`src/rtl/attr_reg_pkg.sv`:
```
// Package: shared access-kind codes for the register field bank.
// Assumes a 3-bit code per field, packed into the top's KIND_MAP parameter.
package attr_reg_pkg;

    typedef enum logic [2:0] {
        KIND_STICKY  = 3'd0,  // rw, survives warm reset
        KIND_SELFCLR = 3'd1,  // rw, hardware clear event
        KIND_LOCKSC  = 3'd2,  // as SELFCLR, writes gated by lock
        KIND_W1C     = 3'd3,  // write one to clear, hardware set
        KIND_WONCE   = 3'd4,  // first write taken, then read only
        KIND_WONLY   = 3'd5,  // reads zero, write emits pulse
        KIND_LOCK    = 3'd6   // set-only lock word
    } field_kind_e;

endpackage

```
`src/rtl/attr_wr_decode.sv`:
```
// Write decode: turns the bus address and write strobe into one select
// per field, and expands the byte enables into a bit mask.
// Assumes DATA_W is a multiple of 8 and NUM_FIELDS <= 2**ADDR_W.
module attr_wr_decode #(
    parameter int NUM_FIELDS = 8,
    parameter int DATA_W     = 32,
    parameter int ADDR_W     = 4
) (
    input  logic [ADDR_W-1:0]     bus_addr,
    input  logic [DATA_W/8-1:0]   bus_be,
    input  logic                  bus_wr,
    output logic [NUM_FIELDS-1:0] wr_sel,
    output logic [DATA_W-1:0]     wmask
);

    localparam int BE_W = DATA_W / 8;

    // one select line per mapped word
    always_comb begin
        for (int i = 0; i < NUM_FIELDS; i++) begin
            wr_sel[i] = bus_wr && (bus_addr == ADDR_W'(i));
        end
    end

    // each enable bit covers one byte lane of the mask
    for (genvar b = 0; b < BE_W; b++) begin : g_lane
        assign wmask[8*b +: 8] = {8{bus_be[b]}};
    end

endmodule

```
`src/rtl/attr_field.sv`:
```
// One register field whose access behaviour is fixed by KIND.
// Assumes wmask already holds the expanded byte enables, that wr_sel is
// high for a write to this field's address, and that lock_on is the lock bit.
module attr_field
    import attr_reg_pkg::*;
#(
    parameter logic [2:0]        KIND    = KIND_STICKY,
    parameter int                DATA_W  = 32,
    parameter logic [DATA_W-1:0] RST_VAL = '0
) (
    input  logic              clk,
    input  logic              rst_cold_n,
    input  logic              rst_warm_n,
    input  logic              wr_sel,
    input  logic [DATA_W-1:0] wmask,
    input  logic [DATA_W-1:0] wdata,
    input  logic [DATA_W-1:0] hw_clr,
    input  logic [DATA_W-1:0] hw_set,
    input  logic              lock_on,
    output logic [DATA_W-1:0] q,
    output logic              pulse,
    output logic [DATA_W-1:0] pulse_data
);

    localparam logic [DATA_W-1:0] INIT_VAL = (KIND == KIND_WONLY) ? '0 : RST_VAL;
    localparam bit                IS_STICKY = (KIND == KIND_STICKY);

    logic [DATA_W-1:0] nxt;
    logic [DATA_W-1:0] merged;
    logic              wr_hit;
    logic              used_once;
    logic              do_rst;

    assign merged = (q & ~wmask) | (wdata & wmask);
    assign wr_hit = wr_sel && (|wmask);
    // sticky fields answer only the cold reset
    assign do_rst = IS_STICKY ? !rst_cold_n : (!rst_cold_n || !rst_warm_n);

    // the write-once variant carries a flag, the others tie it off
    if (KIND == KIND_WONCE) begin : g_once
        // remember that the single allowed write has happened
        always_ff @(posedge clk) begin
            if (!rst_cold_n || !rst_warm_n) used_once <= 1'b0;
            else if (wr_hit)                used_once <= 1'b1;
        end
    end else begin : g_no_once
        assign used_once = 1'b0;
    end

    // next-state rule per access kind
    always_comb begin
        case (KIND)
            KIND_STICKY:  nxt = wr_sel ? merged : q;
            KIND_SELFCLR: nxt = (wr_sel ? merged : q) & ~hw_clr;
            KIND_LOCKSC:  nxt = ((wr_sel && !lock_on) ? merged : q) & ~hw_clr;
            KIND_W1C:     nxt = (wr_sel ? (q & ~(wdata & wmask)) : q) | hw_set;
            KIND_WONCE:   nxt = (wr_hit && !used_once) ? merged : q;
            KIND_LOCK:    nxt = wr_sel ? (q | (wdata & wmask)) : q;
            default:      nxt = '0;
        endcase
    end

    // field storage with kind-dependent reset domain
    always_ff @(posedge clk) begin
        if (do_rst) q <= INIT_VAL;
        else        q <= nxt;
    end

    // side-effect strobe for write-only fields, same cycle as the write
    always_comb begin
        pulse      = (KIND == KIND_WONLY) && wr_hit;
        pulse_data = pulse ? (wdata & wmask) : '0;
    end

endmodule

```
`src/rtl/attr_rd_mux.sv`:
```
// Read return: selects the addressed field and registers it for one cycle.
// Assumes fields are packed DATA_W apart and unmapped words read zero.
module attr_rd_mux #(
    parameter int NUM_FIELDS = 8,
    parameter int DATA_W     = 32,
    parameter int ADDR_W     = 4
) (
    input  logic                           clk,
    input  logic                           rst_cold_n,
    input  logic                           rst_warm_n,
    input  logic                           bus_rd,
    input  logic [ADDR_W-1:0]              bus_addr,
    input  logic [NUM_FIELDS*DATA_W-1:0]   fields,
    output logic [DATA_W-1:0]              bus_rdata
);

    logic [DATA_W-1:0] pick;

    // choose the addressed word, zero when nothing matches
    always_comb begin
        pick = '0;
        for (int i = 0; i < NUM_FIELDS; i++) begin
            if (bus_addr == ADDR_W'(i)) pick = fields[i*DATA_W +: DATA_W];
        end
    end

    // register the result, zero in cycles without a read strobe
    always_ff @(posedge clk) begin
        if (!rst_cold_n || !rst_warm_n) bus_rdata <= '0;
        else                            bus_rdata <= bus_rd ? pick : '0;
    end

endmodule

```
`src/rtl/attr_reg_bank.sv`:
```
// Top of the register field bank: write decode, one attr_field per mapped
// word, and the registered read path. Field i sits at word address i.
// Assumes KIND_MAP places the lock word at LOCK_IDX.
module attr_reg_bank
    import attr_reg_pkg::*;
#(
    parameter int NUM_FIELDS = 8,
    parameter int DATA_W     = 32,
    parameter int ADDR_W     = 4,
    parameter int LOCK_IDX   = 2,
    parameter logic [3*NUM_FIELDS-1:0] KIND_MAP = {
        KIND_STICKY, KIND_WONLY, KIND_WONCE, KIND_W1C,
        KIND_LOCKSC, KIND_LOCK,  KIND_SELFCLR, KIND_STICKY},
    parameter logic [NUM_FIELDS*DATA_W-1:0] RST_MAP =
        {{((NUM_FIELDS-1)*DATA_W){1'b0}}, DATA_W'('hA5)}
) (
    input  logic                         clk,
    input  logic                         rst_cold_n,
    input  logic                         rst_warm_n,
    input  logic [ADDR_W-1:0]            bus_addr,
    input  logic [DATA_W-1:0]            bus_wdata,
    input  logic [DATA_W/8-1:0]          bus_be,
    input  logic                         bus_wr,
    input  logic                         bus_rd,
    output logic [DATA_W-1:0]            bus_rdata,
    input  logic [NUM_FIELDS*DATA_W-1:0] hw_clr,
    input  logic [NUM_FIELDS*DATA_W-1:0] hw_set,
    output logic [NUM_FIELDS*DATA_W-1:0] field_q,
    output logic [NUM_FIELDS-1:0]        wo_pulse,
    output logic [NUM_FIELDS*DATA_W-1:0] wo_data
);

    localparam int LOCK_BIT = LOCK_IDX * DATA_W;

    logic [NUM_FIELDS-1:0] wr_sel;
    logic [DATA_W-1:0]     wmask;
    logic                  lock_on;

    attr_wr_decode #(
        .NUM_FIELDS (NUM_FIELDS),
        .DATA_W     (DATA_W),
        .ADDR_W     (ADDR_W)
    ) u_dec (
        .bus_addr (bus_addr),
        .bus_be   (bus_be),
        .bus_wr   (bus_wr),
        .wr_sel   (wr_sel),
        .wmask    (wmask)
    );

    assign lock_on = field_q[LOCK_BIT];

    for (genvar f = 0; f < NUM_FIELDS; f++) begin : g_field
        attr_field #(
            .KIND    (KIND_MAP[3*f +: 3]),
            .DATA_W  (DATA_W),
            .RST_VAL (RST_MAP[f*DATA_W +: DATA_W])
        ) u_fld (
            .clk        (clk),
            .rst_cold_n (rst_cold_n),
            .rst_warm_n (rst_warm_n),
            .wr_sel     (wr_sel[f]),
            .wmask      (wmask),
            .wdata      (bus_wdata),
            .hw_clr     (hw_clr[f*DATA_W +: DATA_W]),
            .hw_set     (hw_set[f*DATA_W +: DATA_W]),
            .lock_on    (lock_on),
            .q          (field_q[f*DATA_W +: DATA_W]),
            .pulse      (wo_pulse[f]),
            .pulse_data (wo_data[f*DATA_W +: DATA_W])
        );
    end

    attr_rd_mux #(
        .NUM_FIELDS (NUM_FIELDS),
        .DATA_W     (DATA_W),
        .ADDR_W     (ADDR_W)
    ) u_rd (
        .clk        (clk),
        .rst_cold_n (rst_cold_n),
        .rst_warm_n (rst_warm_n),
        .bus_rd     (bus_rd),
        .bus_addr   (bus_addr),
        .fields     (field_q),
        .bus_rdata  (bus_rdata)
    );

endmodule

```
`config.mk`:
```
export PLATFORM = sky130hd
export DESIGN_NAME = attr_reg_bank
export DESIGN_NICKNAME = d
export VERILOG_FILES = /design/src/rtl/attr_reg_pkg.sv /design/src/rtl/attr_wr_decode.sv /design/src/rtl/attr_field.sv /design/src/rtl/attr_rd_mux.sv /design/src/rtl/attr_reg_bank.sv
export SDC_FILE = /design/constraint.sdc
export NUM_CORES = 1
export LEC_CHECK = 0
export BUFFER_PORTS_ARGS = -buffer_cell sky130_fd_sc_hd__buf_2
export CORE_AREA = 4 4 427 429
export CTS_CLUSTER_DIAMETER = 150
export DETAILED_ROUTE_END_ITERATION = 8
export DIE_AREA = 0 0 431 433
export GPL_ROUTABILITY_DRIVEN = 0
export PLACE_DENSITY = 0.35
export SLEW_MARGIN = 20
export SYNTH_ARGS = -nofsm -noshare
export SYNTH_HDL_FRONTEND = slang
export SYNTH_HIERARCHICAL = 1
export SYNTH_SLANG_ARGS = --single-unit
```
`constraint.sdc`:
```
create_clock -name clk -period 3.57 [get_ports clk]
set_input_delay 0.1785 -clock clk [delete_from_list [all_inputs] [get_ports clk]]
set_output_delay 0.1785 -clock clk [all_outputs]
set_load 0.01 [all_outputs]
```
==> results.json, run 1 <==
{
  "rows": 155,
  "fp.dieW_um": 431,
  "hp-class": "in2reg",
  "layout_setup_ws_ns": 0.725,
  "dp_slack_ns": 0.782,
  "synthSimpleGateAreaFrac_pct": 16.6,
  "mostFrequentLayoutCell": "buf_2",
  "grt_max_degree": 108,
  "antenna_found_initial": 22,
  "postCtsSetupBuffers": 0,
  "leakage_nw": 10.0,
  "drv_slew": 0,
  "synth.area.mux_share_pct": 12.3,
  "status": "completed",
  "fin_cells": 4817,
  "period_share_pct": 79.7,
  "place_hpwl_mm": 68.4,
  "area_growth_pct": 44.3,
  "syn_area_um2": 16300,
  "drt-wirelength-per-cell_um": 19.8,
  "start_util_pct": 9.15,
  "ios": 1109,
  "num-fill-cells": 20400,
  "cp.required_ns": 4.12,
  "ctsHoldBuffers": 231,
  "fmax_mhz": 351,
  "start_kind": "primary input",
  "clock_skew_ns": 0.0315,
  "drc": 0,
  "utilization_pct": 13.2,
  "grt_usage_pct": 9.67,
  "p_comb_share_pct": 13.9,
  "ir_drop_v": 0.000271,
  "clk_pin_slew_ns": 0.06,
  "cap_violations": 0,
  "ys_ff_latch": 257,
  "grt_overflow_total": 0,
  "yosys.area_share.adder_pct": 0,
  "p_per_area_nw_per_um2": 355,
  "intPower_mw": 5.84,
  "post-place-cells": 4505,
  "synth_compound_area_share_pct": 18.4,
  "synth_top_family_by_area": "buffers and inverters",
  "worstPathArrival_ns": 3.39,
  "drt_iter0_drc": 773,
  "p_clk_share_pct": 51.1,
  "grt_pass1_vias": 15000,
  "switchingPower_mw": 2.53,
  "ys_types": 52,
  "end_kind": "flop",
  "cts_tree": "built",
  "crit_type": "in2reg",
  "r2r-start": "g_field[2].u_fld/q[0]",
  "fin_crit_ns": 2.85,
  "multi_input_area_um2": 8810,
  "hold_ws_ns": 0.119,
  "yosysWarningCount": 6,
  "synth.avg_cell_area_um2": 8.85,
  "cts_max_level": 2,
  "min_from": "rst_warm_n",
  "grt_pass1_wl_mm": 126,
  "root_buffer": "clkbuf_16",
  "final_cell_mix": "buf_2 (419), conb_1 (263), dfxtp_1 (256), dlygate4sd3_1 (231), nand2_1 (191)",
  "num_vias": 15500,
  "setup_tns_ns": 0,
  "synth_cells": 1842,
  "slew_headroom_pct": 31.3,
  "insertion_delay_ns": 0.61,
  "core_um2": 178000,
  "wirelength_mm": 95.2,
  "seq_area_frac_synth_pct": 31.5,
  "drive_gt1_share_pct": 27.1,
  "routed_via_density": 3.21,
  "swShare_pct": 30.2,
  "layout.nets": 2981,
  "antenna_left": 0,
  "setup_viol": 0,
  "clockBufferDepth": 3,
  "synthXorXnorAreaFrac_pct": 0,
  "cts_sinks": 257,
  "p_seq_share_pct": 35.0,
  "cts_buffers": 41,
  "worstSetupStartpoint": "rst_cold_n",
  "worst_pin_slew_ns": 1.03,
  "hold_viol_final": 0,
  "die_area_um2": 187000,
  "cp_max_fo": 34,
  "rsz0062_at_grt": "false",
  "firstDrtPassIters": 5,
  "seqCellArea_um2": 5150,
  "portBuffers": 429,
  "ctsResizeCount": 0,
  "die_h_um": 433
}
-- cell type report --
cell class              count  share of cell area (%)
multi-input cells        1337                    37.4
clock buffers              57                    5.26
repair buffers            704                    20.8
flip-flops and latches    257                    21.9
well taps                2355                    12.5
inverters                  83                    1.32
diodes                      8                  0.0851
clock inverters            16                   0.686
-- logic make-up (layout without fill, tap and decap cells) --
logic type	after synthesis	count (layout)
and+or+nand+nor	506	506
buffers and inverters	503	860
AOI/OAI and AO/OA	400	400
DFF	257	257
muxes	168	168
other	8	271
-- per-stage QoR --
stage | total power [mW] | instance area [um2]
2_1_floorplan | 3.79 | 17300
3_3_place_gp | 4.01 | 19800
3_5_place_dp | 4.01 | 19800
4_1_cts | 8.60 | 23500
5_1_grt | 8.76 | 23500
6_report | 8.36 | 23500
-- power by group through the flow --
stage                     registers, mW  logic, mW  clock network [mW]
after floorplan                    2.99      0.794                   0
after global placement             2.99       1.01                   0
after detailed placement           2.99       1.02                   0
after CTS                          2.93       1.17                4.49
after global routing               2.93       1.27                4.56
final                              2.93       1.16                4.27
-- critical path, cell delays in order --
cell           delay [ns]
dlygate4sd3_1        0.58
clkbuf_8             0.30
buf_4                0.48
nand2_4              0.64
a211oi_1             0.44
dlygate4sd3_1        0.60
-- synthesized netlist by cell type, drive strengths merged --
library cell	number	share of area [%]
buf	392	18
dfxtp	257	32
nand2	200	4.7
mux2i	142	8.7
o21ai	111	3.4
inv	83	1.9
a21oi	68	2.1
nand3	67	2.1
nand4b	64	3.4
nor2	62	1.4
a211oi	51	3.2
nand3b	39	1.8
a31oi	33	1.3
and3	33	1.3
o211ai	33	1.5
a21bo	32	2.0
a41oi	32	3.1
clkbuf	28	0.68
mux4	26	3.6
o22ai	19	0.73
nor4	15	0.73
conb	8	0.18
nor2b	8	0.31
a211o	6	0.32
a221oi	6	0.32
o22a	6	0.32
nand2b	5	0.24
and3b	4	0.25
nor3	4	0.15
nand4	3	0.12
o211a	1	0.061
o21a	1	0.046
o31a	1	0.054
or2	1	0.038
or3b	1	0.069
-- routing by layer --
layer,wire length [um],GRT usage (%),vias to the layer above,share of wire (%)
li1,-,-,7189,-
met1,37900,11.2,7576,40
met2,48400,17.4,550,51
met3,5000,1.96,132,5.3
met4,3850,3.95,6,4.0
met5,41,0,-,0.043
-- worst paths after layout --
check                                         endpoint  slack [ns]  cells past startpoint
worst max-delay path            g_field[1].u_fld/q[29]        0.72                      6
worst min-delay path            g_field[3].u_fld/q[18]        0.12                      3
worst max register to register   g_field[3].u_fld/q[6]        1.30                      4
worst min register to register                    flop        0.47                      2
Power figures use the tool's default switching activity.
==> run 2, diff against run 1 <==
- clock period: 3.57 -> 2.6 ns (I/O delays scaled with it)
==> run 2 against run 1 <==
- register-to-register slack got worse by 0.52 ns
- sequential share of layout area decreased by 0.28 points
- cell count increased by 0.56%
- sequential power increased by 37%
- first-iteration DRC count increased by 17%
- clock skew decreased by 0.011 ns
- core utilization increased by 0.17 points
- hold slack got worse by 0.050 ns
- setup slack got worse by 0.52 ns
- non-clock buffer count increased by 22
- critical endpoint is now g_field[3].u_fld/q[10]
- largest power group unchanged
==> results.json, run 2 (synthesis gave the netlist of run 1 again) <==
{
  "firstDrtPassIters": 5,
  "p_per_area_nw_per_um2": 482,
  "portBuffers": 429,
  "clk_pin_slew_ns": 0.06,
  "place_hpwl_mm": 69.6,
  "end_kind": "flop",
  "hold_ws_ns": 0.0695,
  "ff2ff_setup_slack_ns": 0.78,
  "die_h_um": 433,
  "p_clk_share_pct": 50.7,
  "hp-class": "in2reg",
  "seqCellArea_um2": 5150,
  "rows": 155,
  "power.total_mw": 11.5,
  "period_share_pct": 92.0,
  "crit_type": "in2reg",
  "worst_path_max_delay_cell": "dlygate4sd3_1",
  "ctsResizeCount": 0,
  "multi_input_area_um2": 8810,
  "cap_violations": 0,
  "cp_max_fo": 22,
  "wirelength_mm": 96.5,
  "start_util_pct": 9.15,
  "final_cell_mix": "buf_2 (417), conb_1 (263), dfxtp_1 (256), dlygate4sd3_1 (232), nand2_1 (191)",
  "worstPathArrival_ns": 2.87,
  "hold_viol_final": 0,
  "swShare_pct": 30.1,
  "ir_drop_v": 0.000362,
  "cpPeakStageDelay_ns": 0.59,
  "antenna_left": 0,
  "cts_sinks": 257,
  "worstSetupStartpoint": "bus_addr[1]",
  "reg2reg_depth": 4,
  "grt_overflow_total": 0,
  "leakage_nw": 10.2,
  "postCtsSetupBuffers": 0,
  "antenna_found_initial": 15,
  "root_buffer": "clkbuf_16",
  "cp_common_cell": "dlygate4sd3_1",
  "p_seq_share_pct": 35.0,
  "min_from": "bus_addr[2]",
  "area_growth_pct": 46.1,
  "switchingPower_mw": 3.46,
  "num-fill-cells": 20400,
  "cts_max_level": 2,
  "r2r-end": "g_field[3].u_fld/q[10]",
  "cts_tree": "built",
  "p_comb_share_pct": 14.3,
  "grt_usage_pct": 9.82,
  "core_um2": 178000,
  "r2r-start": "g_field[2].u_fld/q[0]",
  "slew_headroom_pct": 40.9,
  "layout.nets": 3003,
  "hold_end": "u_rd/bus_rdata[7]",
  "setup_tns_ns": 0,
  "worst_pin_slew_ns": 0.886,
  "drt-wirelength-per-cell_um": 19.9,
  "ctsHoldBuffers": 232,
  "fp.dieW_um": 431,
  "start_kind": "primary input",
  "clockBufferDepth": 3,
  "post-place-cells": 4526,
  "intPower_mw": 8.03,
  "fin_crit_ns": 2.39,
  "worst_hold_path.num_cells": 3,
  "grt_max_degree": 95,
  "drive_gt1_share_pct": 27.6,
  "path_cells": "dlygate4sd3_1, buf_6, nand2_1, nor2_4, buf_4, nand3b_1, mux2i_1, dlygate4sd3_1",
  "status": "completed",
  "drt_iter0_drc": 908,
  "mostFrequentLayoutCell": "buf_2",
  "clock_skew_ns": 0.0210,
  "num_vias": 15500,
  "utilization_pct": 13.4,
  "ios": 1109,
  "insertion_delay_ns": 0.59,
  "routed_via_density": 3.20,
  "rsz0062_at_grt": "false",
  "grt_pass1_wl_mm": 128,
  "die_area_um2": 187000,
  "grt_pass1_vias": 15200,
  "cts_buffers": 41,
  "cp.required_ns": 3.08,
  "fin_cells": 4844,
  "setup_viol": 0,
  "fmax_mhz": 418,
  "drc": 0,
  "drv_slew": 0
}
[run 2: changes by cell type in the layout (fill, tap and decap cells not counted), moves of 3 or more]
cell,previous run,this run
buf_12,5,16
clkinvlp_4,5,2
clkinv_4,4,1
diode_2,8,14
clkinv_2,4,7
buf_4,45,57
[run 2: power by group through the flow]
stage               Sequential (mW)  Combinational, mW  Clock [mW]
finish                         4.02               1.65        5.82
floorplan                      4.11               1.09           0
CTS                            4.02               1.66        6.12
detailed placement             4.10               1.44           0
global route                   4.02               1.79        6.19
global placement               4.10               1.43           0
[run 2: final cells by class]
class,count,share of cell area [%]
Antenna cell,14,0.147
Clock buffer,56,5.01
Clock inverter,16,0.766
Inverter,83,1.31
Multi-Input combinational cell,1337,37.0
Sequential cell,257,21.6
Tap cell,2355,12.4
Timing Repair Buffer,726,21.8
[run 2: worst max-delay path by stage]
stage                              to  cells past startpoint
2_1_floorplan   g_field[3].u_fld/q[0]                      5
3_3_place_gp                     flop                      7
3_5_place_dp                     flop                      7
4_1_cts                  wo_data[212]                      7
5_1_grt        g_field[3].u_fld/q[17]                      8
6_report       g_field[3].u_fld/q[10]                      8
[run 2: worst max-delay path, delay by kind of cell]
family	cells	cell delay (ns)
simple gates	3	0.61
buf+inv	4	1.89
mux	1	0.15
[run 2: stage by stage]
step	instance area, um2	worst slack [ns]
final	23800	0.207
after detailed placement	20100	0.279
after global routing	23800	0.105
after floorplan	17300	1.28
after global placement	20100	0.329
after CTS	23800	0.166
[run 2: metal layers]
layer / up-vias / GRT usage (%) / routed length [um]
met5: - / 0 / 0
met4: 0 / 3.36 / 3310
met3: 119 / 1.59 / 4470
met2: 541 / 18.1 / 49800
met1: 7612 / 11.4 / 38900
li1: 7245 / - / -
==> run 3, diff against run 2 <==
- ABC_AREA: default -> 1
- CORE_AREA: 4 4 427 429 -> 2 2 426 428
- DIE_AREA: 0 0 431 433 -> 0 0 428 430
- PLACE_DENSITY: 0.35 -> 0.33
- SYNTH_HIERARCHICAL: 1 -> default
==> run 3 against run 2 <==
- clock skew increased by 0.0015 ns
- sequential cell count unchanged
- hold slack improved by 0.032 ns
- non-clock buffer count decreased by 119
- synthesized cell count decreased by 0.33%
- first-iteration DRC count decreased by 11%
- via count decreased by 12%
- die area decreased by 1.4%
- final area decreased by 17%
- critical path type unchanged
- highest routed layer is now met5
==> results.json, run 3 <==
{
  "postCtsSetupBuffers": 0,
  "hold_end": "g_field[1].u_fld.q[31]",
  "wl_met2_mm": 50.9,
  "top_layer_used": "met5",
  "root_buffer": "clkbuf_16",
  "drv_slew": 0,
  "firstDrtPassIters": 5,
  "status": "completed",
  "p_per_area_nw_per_um2": 533,
  "ios": 1109,
  "synth.avg_cell_area_um2": 7.07,
  "rsz0062_at_grt": "false",
  "period_share_pct": 75.4,
  "hold_viol_final": 0,
  "synthTopCellsByArea": "dfxtp_1 (40%), buf_4 (15%), nand2_1 (9.7%)",
  "swShare_pct": 29.4,
  "switchingPower_mw": 3.09,
  "crit_type": "in2reg",
  "p_clk_share_pct": 51.1,
  "synth_top_cell_area_share_pct": 39.6,
  "ctsResizeCount": 0,
  "cap_violations": 0,
  "portBuffers": 429,
  "fin_crit_ns": 1.96,
  "ctsHoldBuffers": 131,
  "synthFlopType": "dfxtp_1",
  "end_kind": "flop",
  "drt_iter0_drc": 810,
  "antenna_found_initial": 20,
  "num-fill-cells": 21000,
  "worst_pin_slew_ns": 1.10,
  "ys_ff_latch": 257,
  "m1WireLength_mm": 34.7,
  "hp-class": "in2reg",
  "fp.dieW_um": 428,
  "r2r-start": "g_field[5].u_fld.used_once",
  "num_vias": 13600,
  "start_util_pct": 7.23,
  "p_comb_share_pct": 10.8,
  "drive_gt1_share_pct": 25.3,
  "rows": 156,
  "cp_max_fo": 13,
  "fin_cells": 4787,
  "mostFrequentLayoutCell": "buf_2",
  "synth_cells": 1836,
  "cp.required_ns": 3.09,
  "cts_tree": "built",
  "reg2reg_depth": 5,
  "seq_area_frac_synth_pct": 39.6,
  "grt_overflow_total": 0,
  "clockBufferDepth": 3,
  "cts_buffers": 37,
  "ir_drop_v": 0.000395,
  "grt_pass1_vias": 12700,
  "synth.most_common_cell": "nand2_1",
  "drc": 0,
  "yosysWarningCount": 0,
  "slew_headroom_pct": 26.5,
  "cts_sinks": 257,
  "ys_types": 27,
  "grt_usage_pct": 9.64,
  "drt-wirelength-per-cell_um": 19.4,
  "clk_pin_slew_ns": 0.06,
  "syn_area_um2": 13000,
  "intPower_mw": 7.44,
  "utilization_pct": 11.0,
  "yosys.area.top_type": "dfxtp_1",
  "fmax_mhz": 510,
  "clock_skew_ns": 0.0225,
  "antenna_left": 0,
  "die_area_um2": 184000,
  "grt_max_degree": 66,
  "worst_hold_path.num_cells": 6,
  "ff2ff_setup_slack_ns": 0.85,
  "setup_viol": 0,
  "min_from": "rst_warm_n",
  "leakage_nw": 8.06,
  "place_hpwl_mm": 74.2,
  "worstPathArrival_ns": 2.45,
  "start_kind": "primary input",
  "wirelength_mm": 92.7,
  "die_h_um": 430,
  "synth_edf_count": 0,
  "p_seq_share_pct": 38.1,
  "routed_via_density": 2.84,
  "core_um2": 180000,
  "cts_max_level": 2,
  "post-place-cells": 4590,
  "area_growth_pct": 52.0,
  "synth_common_cells": "nand2_1 (335), buf_4 (267), dfxtp_1 (257)",
  "grt_pass1_wl_mm": 120,
  "final_cell_mix": "buf_2 (428), nand2_1 (330), conb_1 (263), dfxtp_1 (257), nor2_1 (229)",
  "wl_met3_mm": 4.33,
  "layout.nets": 2947,
  "synthArstFlopShare_pct": 0,
  "insertion_delay_ns": 0.60
}
-- run 3: changes by cell type after synthesis, moves of 39 or more --
cell and change:
nand4b_1 -64, nand2_1 +141, a21oi_1 +116, buf_4 -46
o21ai_0 +48, nor2_1 +168, mux2i_1 -142, nand3b_1 -39
-- run 3: kinds of logic after synthesis --
group / after synthesis / share of synthesized area (%)
simple gates: 721 / 23.3
flops: 257 / 39.6
compound gates: 381 / 15.1
other cells: 1 / 0.0289
buf+inv: 476 / 22.0
-- run 3: cell type report --
type | count | area (um2) | share of cell area (%)
multi-input cells | 1365 | 6020 | 30.5
well taps | 2370 | 2970 | 15.0
clock inverters | 13 | 150 | 0.761
diodes | 1 | 2.50 | 0.0127
clock buffers | 52 | 1080 | 5.49
inverters | 122 | 460 | 2.33
flip-flops and latches | 257 | 5140 | 26.1
repair buffers | 607 | 3910 | 19.8
-- run 3: routing by layer --
layer | up-vias | GRT usage (%)
li1 | 6480 | -
met1 | 6515 | 10.4
met2 | 498 | 18.9
met3 | 111 | 1.74
met4 | 4 | 2.83
met5 | - | 0
-- run 3: critical path, cell delays in order --
cell and delay (ns):
buf_2 0.12, nor2_2 0.27, nand2_2 0.25, inv_2 0.11
nand2_2 0.23, buf_4 0.31, nor2_4 0.23, o22ai_1 0.11
nand2_1 0.07, nor2_1 0.04, dlygate4sd3_1 0.55
-- run 3: worst max-delay path by stage --
| stage | endpoint | from | depth (start not counted) | slack, ns |
|---|---|---|---|---|
| after floorplan | wo_pulse[6] | bus_be[3] | 7 | 1.33 |
| after global placement | flop | bus_addr[3] | 9 | -0.0006 |
| after detailed placement | flop | bus_addr[3] | 9 | 0.02 |
| after CTS | wo_data[216] | bus_wdata[24] | 5 | 0.58 |
| after global routing | g_field[1].u_fld.q[16] | bus_addr[3] | 11 | 0.52 |
| final | g_field[1].u_fld.q[16] | bus_addr[3] | 11 | 0.64 |
-- run 3: metrics by stage --
step	power [mW]	setup WS [ns]	instance area, um2	TNS, ns	hold slack (ns)
floorplan	4.84	1.33	14000	0	0.202
global placement	5.11	-0.000577	17200	-0.000577	0.290
detailed placement	5.10	0.0191	17200	0	0.288
CTS	10.8	0.575	19700	0	0.0659
global route	11.0	0.519	19700	0	0.104
finish	10.5	0.640	19700	0	0.102
-- run 3: power by group through the flow --
stage	logic, mW	clock network, mW	registers (mW)
after floorplan	0.731	0	4.11
after global placement	1.00	0	4.10
after detailed placement	0.999	0	4.10
after CTS	1.16	5.63	4.02
after global routing	1.23	5.71	4.02
final	1.14	5.38	4.02
